[src/rtl/rtc_chain_pkg.sv]
package rtc_chain_pkg;
   localparam int FW       = 8;
   localparam int NFIELDS  = 10;
   localparam int ROLL_W   = 6;

   localparam int F_MS    = 0;
   localparam int F_HUND  = 1;
   localparam int F_SEC   = 2;
   localparam int F_MIN   = 3;
   localparam int F_HOUR  = 4;
   localparam int F_DAY   = 5;
   localparam int F_MONTH = 6;
   localparam int F_YEAR  = 7;
   localparam int F_DOW   = 8;
   localparam int F_LEAP  = 9;

   // packed-BCD increment without range limit
   function automatic logic [FW-1:0] bcd_inc(input logic [FW-1:0] v);
      if (v[3:0] >= 4'd9) return {v[FW-1:4] + 4'd1, 4'h0};
      return v + 1'b1;
   endfunction
endpackage

[src/rtl/rtc_bcd_ctr.sv]
module rtc_bcd_ctr
   import rtc_chain_pkg::*;
#(
   parameter int          W       = 8,
   parameter logic [W-1:0] RST_VAL = '0
) (
   input  logic         clk,
   input  logic         rst_n,
   input  logic         step_i,
   input  logic         load_i,
   input  logic [W-1:0] load_val_i,
   input  logic [W-1:0] lo_i,
   input  logic [W-1:0] hi_i,
   output logic [W-1:0] val_o,
   output logic         wrap_o
);
   logic [W-1:0] val_q, nxt_c;
   logic         at_hi;

   initial assert (W == 4 || W == 8) else $error("rtc_bcd_ctr: W must be 4 or 8");

   assign at_hi = (val_q == hi_i);

   generate
      if (W == 4) begin : g_digit
         always_comb nxt_c = at_hi ? lo_i : val_q + 1'b1;
      end else begin : g_pair
         always_comb nxt_c = at_hi ? lo_i : bcd_inc(val_q);
      end
   endgenerate

   always_ff @(posedge clk) begin
      if (!rst_n)       val_q <= RST_VAL;
      else if (load_i)  val_q <= load_val_i;
      else if (step_i)  val_q <= nxt_c;
   end

   assign val_o  = val_q;
   assign wrap_o = step_i & at_hi;

   // a load always lands
   a_r10_load_lands: assert property (@(posedge clk) disable iff (!rst_n)
      load_i |=> val_q == $past(load_val_i));
   // stepping at the upper bound returns to the lower bound
   a_r2_wrap_to_lo: assert property (@(posedge clk) disable iff (!rst_n)
      (step_i && !load_i && at_hi) |=> val_q == $past(lo_i));
   a_r1_hold_idle: assert property (@(posedge clk) disable iff (!rst_n)
      (!step_i && !load_i) |=> $stable(val_q));
endmodule

[src/rtl/rtc_hour_ctr.sv]
module rtc_hour_ctr
   import rtc_chain_pkg::*;
(
   input  logic          clk,
   input  logic          rst_n,
   input  logic          step_i,
   input  logic          load_i,
   input  logic [FW-1:0] load_val_i,
   input  logic          mode12_i,
   output logic [FW-1:0] val_o,
   output logic          carry_o
);
   logic [FW-1:0] val_q, nxt_c, low_inc;
   logic          carry_c;

   assign low_inc = bcd_inc({3'b000, val_q[4:0]});

   always_comb begin
      nxt_c   = val_q;
      carry_c = 1'b0;
      if (mode12_i) begin
         if (val_q[4:0] == 5'h12) begin
            nxt_c   = {2'b00, ~val_q[5], 5'h01};
            carry_c = val_q[5];
         end else begin
            nxt_c   = {2'b00, val_q[5], low_inc[4:0]};
         end
      end else begin
         if (val_q == 8'h23) begin
            nxt_c   = 8'h00;
            carry_c = 1'b1;
         end else begin
            nxt_c   = bcd_inc(val_q);
         end
      end
   end

   always_ff @(posedge clk) begin
      if (!rst_n)       val_q <= 8'h00;
      else if (load_i)  val_q <= load_val_i;
      else if (step_i)  val_q <= nxt_c;
   end

   assign val_o   = val_q;
   assign carry_o = step_i & carry_c;

   a_r5_pm_flips: assert property (@(posedge clk) disable iff (!rst_n)
      (mode12_i && step_i && !load_i && val_q[4:0] == 5'h12)
      |=> (val_q[5] != $past(val_q[5])) && val_q[4:0] == 5'h01);
   a_r4_midnight: assert property (@(posedge clk) disable iff (!rst_n)
      (!mode12_i && step_i && !load_i && val_q == 8'h23) |=> val_q == 8'h00);
   a_r10_hour_load: assert property (@(posedge clk) disable iff (!rst_n)
      load_i |=> val_q == $past(load_val_i));
endmodule

[src/rtl/rtc_month_len.sv]
module rtc_month_len
   import rtc_chain_pkg::*;
(
   input  logic [FW-1:0] month_i,
   input  logic [1:0]    leap_i,
   output logic [FW-1:0] last_day_o
);
   always_comb begin
      unique case (month_i)
         8'h02:                      last_day_o = (leap_i == 2'd0) ? 8'h29 : 8'h28;
         8'h04, 8'h06, 8'h09, 8'h11: last_day_o = 8'h30;
         default:                    last_day_o = 8'h31;
      endcase
   end

   always_comb begin
      a_r7_len_range: assert (last_day_o == 8'h28 || last_day_o == 8'h29 ||
                              last_day_o == 8'h30 || last_day_o == 8'h31);
   end
endmodule

[src/rtl/rtc_bcd_chain.sv]
module rtc_bcd_chain
   import rtc_chain_pkg::*;
(
   input  logic               clk,
   input  logic               rst_n,
   input  logic               tick_i,
   input  logic               run_i,
   input  logic               osc_fail_i,
   input  logic               hour12_i,
   input  logic [NFIELDS-1:0] ld_i,
   input  logic [FW-1:0]      ld_data_i,
   output logic [3:0]         ms_o,
   output logic [FW-1:0]      hund_o,
   output logic [FW-1:0]      sec_o,
   output logic [FW-1:0]      min_o,
   output logic [FW-1:0]      hour_o,
   output logic [FW-1:0]      day_o,
   output logic [FW-1:0]      month_o,
   output logic [FW-1:0]      year_o,
   output logic [FW-1:0]      dow_o,
   output logic [1:0]         leap_o,
   output logic [ROLL_W-1:0]  roll_o
);
   logic adv;
   logic ms_wrap, hund_wrap, sec_wrap, min_wrap, hour_carry;
   logic day_wrap, month_wrap, year_wrap, dow_wrap;
   logic hund_tens, sec_tens;
   logic [FW-1:0] last_day;
   logic [1:0] leap_q;
   logic [ROLL_W-1:0] roll_q;

   // loads win over a coincident tick
   assign adv = tick_i & run_i & ~osc_fail_i & ~(|ld_i);

   rtc_bcd_ctr #(.W(4), .RST_VAL(4'h0)) u_ms (
      .clk, .rst_n, .step_i(adv), .load_i(ld_i[F_MS]), .load_val_i(ld_data_i[3:0]),
      .lo_i(4'h0), .hi_i(4'h9), .val_o(ms_o), .wrap_o(ms_wrap));

   rtc_bcd_ctr #(.W(FW), .RST_VAL(8'h00)) u_hund (
      .clk, .rst_n, .step_i(ms_wrap), .load_i(ld_i[F_HUND]), .load_val_i(ld_data_i),
      .lo_i(8'h00), .hi_i(8'h99), .val_o(hund_o), .wrap_o(hund_wrap));

   rtc_bcd_ctr #(.W(FW), .RST_VAL(8'h00)) u_sec (
      .clk, .rst_n, .step_i(hund_wrap), .load_i(ld_i[F_SEC]), .load_val_i(ld_data_i),
      .lo_i(8'h00), .hi_i(8'h59), .val_o(sec_o), .wrap_o(sec_wrap));

   rtc_bcd_ctr #(.W(FW), .RST_VAL(8'h00)) u_min (
      .clk, .rst_n, .step_i(sec_wrap), .load_i(ld_i[F_MIN]), .load_val_i(ld_data_i),
      .lo_i(8'h00), .hi_i(8'h59), .val_o(min_o), .wrap_o(min_wrap));

   rtc_hour_ctr u_hour (
      .clk, .rst_n, .step_i(min_wrap), .load_i(ld_i[F_HOUR]), .load_val_i(ld_data_i),
      .mode12_i(hour12_i), .val_o(hour_o), .carry_o(hour_carry));

   rtc_month_len u_mlen (.month_i(month_o), .leap_i(leap_q), .last_day_o(last_day));

   rtc_bcd_ctr #(.W(FW), .RST_VAL(8'h01)) u_day (
      .clk, .rst_n, .step_i(hour_carry), .load_i(ld_i[F_DAY]), .load_val_i(ld_data_i),
      .lo_i(8'h01), .hi_i(last_day), .val_o(day_o), .wrap_o(day_wrap));

   rtc_bcd_ctr #(.W(FW), .RST_VAL(8'h01)) u_dow (
      .clk, .rst_n, .step_i(hour_carry), .load_i(ld_i[F_DOW]), .load_val_i(ld_data_i),
      .lo_i(8'h01), .hi_i(8'h07), .val_o(dow_o), .wrap_o(dow_wrap));

   rtc_bcd_ctr #(.W(FW), .RST_VAL(8'h01)) u_month (
      .clk, .rst_n, .step_i(day_wrap), .load_i(ld_i[F_MONTH]), .load_val_i(ld_data_i),
      .lo_i(8'h01), .hi_i(8'h12), .val_o(month_o), .wrap_o(month_wrap));

   rtc_bcd_ctr #(.W(FW), .RST_VAL(8'h00)) u_year (
      .clk, .rst_n, .step_i(month_wrap), .load_i(ld_i[F_YEAR]), .load_val_i(ld_data_i),
      .lo_i(8'h00), .hi_i(8'h99), .val_o(year_o), .wrap_o(year_wrap));

   always_ff @(posedge clk) begin
      if (!rst_n)               leap_q <= 2'd0;
      else if (ld_i[F_LEAP])    leap_q <= ld_data_i[1:0];
      else if (year_wrap)       leap_q <= leap_q + 2'd1;
   end

   assign hund_tens = ms_wrap   & (hund_o[3:0] == 4'h9);
   assign sec_tens  = hund_wrap & (sec_o[3:0]  == 4'h9);

   always_ff @(posedge clk) begin
      if (!rst_n) roll_q <= '0;
      else        roll_q <= {sec_wrap, sec_tens, hund_wrap, hund_tens, ms_wrap, adv};
   end

   assign leap_o = leap_q;
   assign roll_o = roll_q;

   a_r1_blocked_tick: assert property (@(posedge clk) disable iff (!rst_n)
      (osc_fail_i || !run_i) && ld_i == '0 |=> $stable(ms_o) && $stable(hund_o) && roll_o == '0);
   a_r9_tick_pulse: assert property (@(posedge clk) disable iff (!rst_n)
      adv |=> roll_o[0]);
   a_r10_load_blocks_tick: assert property (@(posedge clk) disable iff (!rst_n)
      (ld_i != '0) |=> roll_o == '0);
   a_r8_leap_step: assert property (@(posedge clk) disable iff (!rst_n)
      (year_wrap && !ld_i[F_LEAP]) |=> leap_q == $past(leap_q) + 2'd1);
   a_r6_dow_wrap: assert property (@(posedge clk) disable iff (!rst_n)
      (dow_wrap && !ld_i[F_DOW]) |=> dow_o == 8'h01);
endmodule

[config.mk]
export PLATFORM = sky130hd
export DESIGN_NAME = rtc_bcd_chain
export DESIGN_NICKNAME = d
export VERILOG_FILES = /design/src/rtl/rtc_chain_pkg.sv /design/src/rtl/rtc_bcd_ctr.sv /design/src/rtl/rtc_hour_ctr.sv /design/src/rtl/rtc_month_len.sv /design/src/rtl/rtc_bcd_chain.sv
export SDC_FILE = /design/constraint.sdc
export NUM_CORES = 1
export LEC_CHECK = 0
export CAP_MARGIN = 20
export CORE_ASPECT_RATIO = 2
export CORE_UTILIZATION = 40
export DETAILED_ROUTE_END_ITERATION = 10
export MAX_ROUTING_LAYER = met4
export PLACE_DENSITY = 0.71
export REMOVE_ABC_BUFFERS = 1
export SYNTH_ARGS = -nofsm -noshare
export SYNTH_HDL_FRONTEND = slang
export SYNTH_HIERARCHICAL = 1
export SYNTH_SLANG_ARGS = --single-unit
[constraint.sdc]
create_clock -name clk -period 5.75 [get_ports clk]
set_clock_uncertainty 0.05 [all_clocks]
set_input_delay 0.8625 -clock clk [delete_from_list [all_inputs] [get_ports clk]]
set_output_delay 0.8625 -clock clk [all_outputs]
set_load 0.02 [all_outputs]
# Yosys cells after proc, flatten, opt, wreduce, memory -nomap -nowiden
# Index checks and enable logic that the tools add are counted.
totals:
  regBits: 76
  wordCells: 152
classes:
  addsub: 20
  magnitude_cmp: 8
  eq_ne: 18
  mux: 64
  bitwise_logic: 16
  reduce_logical: 14
op_table:
  columns: ["cell", "count"]
  rows:
  - ["8-bit two-way mux", 41]
  - ["8-bit by 1-bit adder with 8-bit output (second input constant)", 8]
  - ["4-bit by 1-bit adder with 4-bit output (second input constant)", 9]
  - ["4-bit greater-or-equal comparator (second input constant)", 8]
  - ["8-bit by 3-bit equality test with 1-bit output (second input constant)", 3]
  - ["2-bit nonzero test", 10]
  - ["8-bit by 5-bit equality test with 1-bit output (second input constant)", 2]
  - ["8-bit by 7-bit equality test with 1-bit output (second input constant)", 2]
  - ["8-bit equality test (second input constant)", 2]
  - ["8-bit one-hot mux with 2 select lines", 1]
  - ["1-bit two-way mux", 14]
  - ["1-bit AND", 13]
  - ["4-bit equality test (second input constant)", 3]
  - ["4-bit two-way mux", 3]
  - ["5-bit two-way mux", 2]
  - ["10-bit OR reduction", 1]
  - ["8-bit by 2-bit equality test with 1-bit output (second input constant)", 1]
  - ["8-bit by 4-bit equality test with 1-bit output (second input constant)", 1]
  - ["8-bit by 6-bit equality test with 1-bit output (second input constant)", 1]
  - ["8-bit equality test", 1]
  - ["6-bit two-way mux", 1]
  - ["5-bit by 1-bit adder with 5-bit output (second input constant)", 1]
  - ["5-bit equality test (second input constant)", 1]
  - ["2-bit two-way mux", 2]
  - ["other kinds (7)", 9]

# Depth between registers and ports, before layout
logic_depth:
  word_depth: 13
  ltp_mapped: 19
  ltp_nobuf: 16

# Cells and area by module
# The synthesis kept the hierarchy.
by_module_without_submodules:
  columns: ["module", "instances", "cells_per_inst", "area_each_um2"]
  rows:
  - ["rtc_bcd_ctr (u_hund ...)", 4, 81, 721.9]
  - ["rtc_bcd_ctr (u_day ...)", 3, 94, 794.5]
  - ["rtc_hour_ctr", 1, 83, 685.7]
  - ["rtc_bcd_chain", 1, 31, 334.1]
  - ["rtc_bcd_ctr (u_ms)", 1, 34, 310.3]
  - ["rtc_month_len", 1, 17, 122.6]

# Least setup slack after synthesis
# OpenSTA, ideal clock, no wires.
synth_timing:
  kind: "in2reg"
  start: "in osc_fail_i"
  end: "reg leap_q[0] (netlist: leap_o[0])"
  setup_time_ns: 0.116
  t_arrival_ns: 5.249
  required_ns: 5.584
  setup_slack_ns: 0.335
  path_stages: 19
  n_path_buf: 3
  path_cell_list: "or4bb_1 -> nor4_1 -> and2_2 -> inv_1 -> nor2_1 -> inv_1 -> nor2_1 -> inv_1 -> nor2_1 -> buf_2 -> a21boi_1 -> buf_2 -> and3_1 -> buf_2 -> and3_1 -> inv_1 -> nor2_1 -> xor2_1 -> o211a_1"
synth_via:
  elab_chain_len: 12
synth_rtl:
  columns: ["item", "line_no", "rtl"]
  rows:
  - ["start, declared", "rtc_bcd_chain.sv:8", "input logic osc_fail_i,"]
  - ["1-bit inverter", "rtc_bcd_chain.sv:33", "assign adv = tick_i & run_i & ~osc_fail_i & ~(|ld_i);"]
  - ["1-bit AND (2 in series)", "rtc_bcd_chain.sv:33", null]
  - ["net adv", "rtc_bcd_chain.sv:24", "logic adv;"]
  - ["1-bit AND", "rtc_bcd_ctr.sv:39", "assign wrap_o = step_i & at_hi;"]
  - ["net ms_wrap", "rtc_bcd_chain.sv:25", "logic ms_wrap, hund_wrap, sec_wrap, min_wrap, hour_carry;"]
  - ["1-bit AND", "rtc_bcd_ctr.sv:39", null]
  - ["net hund_wrap", "rtc_bcd_chain.sv:25", null]
  - ["1-bit AND", "rtc_bcd_ctr.sv:39", null]
  - ["net sec_wrap", "rtc_bcd_chain.sv:25", null]
  - ["(+1 left out)", null, null]
  - ["net min_wrap", "rtc_bcd_chain.sv:25", null]
  - ["(+1 left out)", null, null]
  - ["net hour_carry", "rtc_bcd_chain.sv:25", null]
  - ["1-bit AND", "rtc_bcd_ctr.sv:39", null]
  - ["net day_wrap", "rtc_bcd_chain.sv:26", "logic day_wrap, month_wrap, year_wrap, dow_wrap;"]
  - ["1-bit AND", "rtc_bcd_ctr.sv:39", null]
  - ["net month_wrap", "rtc_bcd_chain.sv:26", null]
  - ["1-bit AND", "rtc_bcd_ctr.sv:39", null]
  - ["net year_wrap", "rtc_bcd_chain.sv:26", null]
  - ["2-bit nonzero test (no line)", null, null]
  - ["end signal, assigned", "rtc_bcd_chain.sv:75", "else if (ld_i[F_LEAP]) leap_q <= ld_data_i[1:0];"]
  - ["end signal, assigned", "rtc_bcd_chain.sv:76", "else if (year_wrap) leap_q <= leap_q + 2'd1;"]
  - ["end, declared", "rtc_bcd_chain.sv:29", "logic [1:0] leap_q;"]
# The timed path passes the listed nets, and every way through them passes these cells.
# A chain may end at the register's enable or synchronous reset.

# Worst setup path after layout
layout_timing:
  start: "in ld_i[6]"
  end: "reg leap_q[0] (netlist: leap_o[0])"
layout_via:
  elab_chain_len: 12
layout_rtl:
  columns: ["item", "line_no", "rtl"]
  rows:
  - ["start, declared", "rtc_bcd_chain.sv:10", "input logic [NFIELDS-1:0] ld_i,"]
  - ["10-bit OR reduction", "rtc_bcd_chain.sv:33", null]
  - ["1-bit inverter", "rtc_bcd_chain.sv:33", null]
  - ["1-bit AND", "rtc_bcd_chain.sv:33", null]
  - ["net adv", "rtc_bcd_chain.sv:24", null]
  - ["1-bit AND", "rtc_bcd_ctr.sv:39", null]
  - ["net ms_wrap", "rtc_bcd_chain.sv:25", null]
  - ["1-bit AND", "rtc_bcd_ctr.sv:39", null]
  - ["net hund_wrap", "rtc_bcd_chain.sv:25", null]
  - ["(+1 left out)", null, null]
  - ["net sec_wrap", "rtc_bcd_chain.sv:25", null]
  - ["(+1 left out)", null, null]
  - ["net min_wrap", "rtc_bcd_chain.sv:25", null]
  - ["(+1 left out)", null, null]
  - ["net hour_carry", "rtc_bcd_chain.sv:25", null]
  - ["1-bit AND", "rtc_bcd_ctr.sv:39", null]
  - ["net day_wrap", "rtc_bcd_chain.sv:26", null]
  - ["1-bit AND", "rtc_bcd_ctr.sv:39", null]
  - ["net month_wrap", "rtc_bcd_chain.sv:26", null]
  - ["1-bit AND", "rtc_bcd_ctr.sv:39", null]
  - ["net year_wrap", "rtc_bcd_chain.sv:26", null]
  - ["2-bit nonzero test (no line)", null, null]
# The timed path passes the listed nets, and every way through them passes these cells.

==> out/qor.yml <==
global_route:
  grt_usage_pct: 24.2
  grt_remaining_overflow: 0
  grt_max_degree: 45
  grt_pass1_vias: 6357
  grt_pass1_wl_um: 31700
  antenna_found_initial: 0
worst_setup_path:
  slowest_delay_ns: 0.57
  cp.required_ns: 5.93
  crit_fanout: 15
  reg2reg_to: "leap_o[0]"
  critical_path_arrival_ns: 5.31
  crit_slowest_cell: "or4_4"
  r2r_start: "u_ms/val_o[2]"
  r2r_cells: 17
  path_cells: "clkdlybuf4s50_1 -> or4_4 -> nor4_1 -> and2_2 -> inv_1 -> nor2_1 -> inv_1 -> nor2_1 -> inv_1 -> nor2_1 -> buf_4 -> a21boi_1 -> and3_1 -> and3_1 -> inv_1 -> nor2_1 -> xor2_1 -> o211a_1"
  endpoint_kind: "flop"
  start_kind: "input port"
  r2r_slack_ns: 1.50
  critical_path_class: "in -> reg"
die:
  die_w_um: 93.6
  die_y_um: 185
  start_util_pct: 41.1
  ios: 100
  num_rows: 66
  die_area_sq_um: 17300
  core_region_area_sq_um: 16400
pwr:
  netSwitchingPower_w: 0.000524
  p_total_w: 0.00160
  ir_drop_mv: 0.181
  p_comb_share_pct: 24.9
  leakage_nw: 3.70
  clock_power_share_pct: 36.7
  power.density_nw_per_um2: 187
  swShare_pct: 32.7
  p_int_w: 0.00108
  p_seq_share_pct: 38.4
min_path:
  min_path_cells: 2
  hold_path.class: "reg -> reg"
  holdPathEnd: "u_hour/val_o[4]"
  min_from: "u_hour/val_o[4]"
cells_and_area:
  diodes: 0
  final_util_pct: 52.4
  nNetsFinal: 1031
  syn_to_final_growth_pct: 27.5
  drive_gt1_share_pct: 10.4
cts:
  cts_made_buffers: 9
  cts.sinks: 76
  postCtsSetupRepairBufs: 0
  h-tree-depth: 3
  cts_tree: "done"
  root_buffer: "clkbuf_16"
  post_cts_resized: 0
  ctsHoldBuffers: 0
  clock_path_buffers: 2
  path_clk_slew_ns: 0.06
  clkLatencyLatePin_ns: 0.34
run:
  maxCapViolations: 0
yosys:
  yosysWarnings: 6
  syn_inst: 770
  synth_area_sq_um: 6720
  syn_avg_cell_area_sq_um: 8.72
routing:
  post_drt_wl_per_cell_um: 17.2
  drt_iter0_drc: 312
  num_vias: 6521
  avgViaCountPerCell: 5.52
  ant_nets: 0
  drcViolationCount: 0
  routed_wl_um: 20300
  first_pass_iters: 5
timing:
  period_minus_slack_ns: 5.13
  grt_setup_unrepaired: "false"
  whs_ns: 0.557
  period_share_pct: 89.3
  timing_worst_slew_pin_value_ns: 1.03
  clock.fmax_mhz: 195
  setup_violations: 0
  hold_viol: 0
  final_max_slew_viol_count: 0
  relSlewSlack_pct: 30.8
  tns_ns: 0
run_status:
  outcome: "finished clean"
placement:
  io_buffer_count: 99
  hpwlAfterDp_um: 15200
  place.gp.congestion: 0.902
-- metrics by stage --
stage,setup WS [ns],std cells,instance area (sq um)
after detailed placement,0.279,1165,8260
after global placement,0.389,1165,8260
final,0.617,1181,8560
after CTS,0.605,1181,8560
after global routing,0.254,1181,8560
after floorplan,-0.209,844,6880
-- worst max-delay path: cells and delay by family --
family	cells	cell delay, ns
xor gates and xnor gates	1	0.11
buffers and inverters	6	1.31
and+or+nand+nor	9	2.61
AOI/OAI and AO/OA	2	0.44
-- flip-flops by register name (all words and copies together), names as in the netlist, 8 cells and up --
register,cells
u_day/val_o,8
u_dow/val_o,8
u_hour/val_o,8
u_hund/val_o,8
u_min/val_o,8
u_month/val_o,8
u_sec/val_o,8
u_year/val_o,8
-- worst max path at each step --
stage | startpoint | to | slack [ns] | cells past startpoint
after global routing | ld_i[1] | leap_o[0] | 0.25 | 18
after floorplan | osc_fail_i | leap_o[0] | -0.21 | 16
after detailed placement | ld_i[1] | leap_o[0] | 0.28 | 18
final | ld_i[6] | leap_o[0] | 0.62 | 18
after CTS | ld_i[1] | leap_o[0] | 0.61 | 18
after global placement | ld_i[1] | leap_o[0] | 0.39 | 18
-- power by group through the flow --
stage,registers [W],clock network (W),logic [W]
2_1_floorplan,0.000644,0,0.000214
3_3_place_gp,0.000629,0,0.000390
3_5_place_dp,0.000629,0,0.000395
4_1_cts,0.000617,0.000598,0.000397
5_1_grt,0.000622,0.000623,0.000433
6_report,0.000616,0.000589,0.000400
-- cell type report --
cell class / count / area [sq um]
sequential: 76 / 1520
clock buffer: 11 / 243
multi-input combinational: 726 / 5200
clock inverter: 5 / 61.3
tap: 204 / 255
fill: 1567 / 7790
inverter: 42 / 158
timing repair buffer: 117 / 1130
-- layout by cell type, fill, tap and decap left out, drive strengths merged, types with 17 or more instances in the layout --
cell type	n
a21oi	64
and3	26
buf	18
clkdlybuf4s50	99
conb	117
dfxtp	76
ha	35
inv	42
mux2i	36
nand2	52
nand3	27
nand4	19
nor3	17
nor4	18
o22ai	36
xnor2	25
xor2	70
-- routing by layer --
layer	vias up	global-route usage, %	share of wire [%]
li1	3121	-	-
met1	3086	22.1	34
met2	250	46.3	56
met3	64	2.83	4.7
met4	0	15.3	5.3
met5	-	-	0
(Power assumes the default switching activity.)
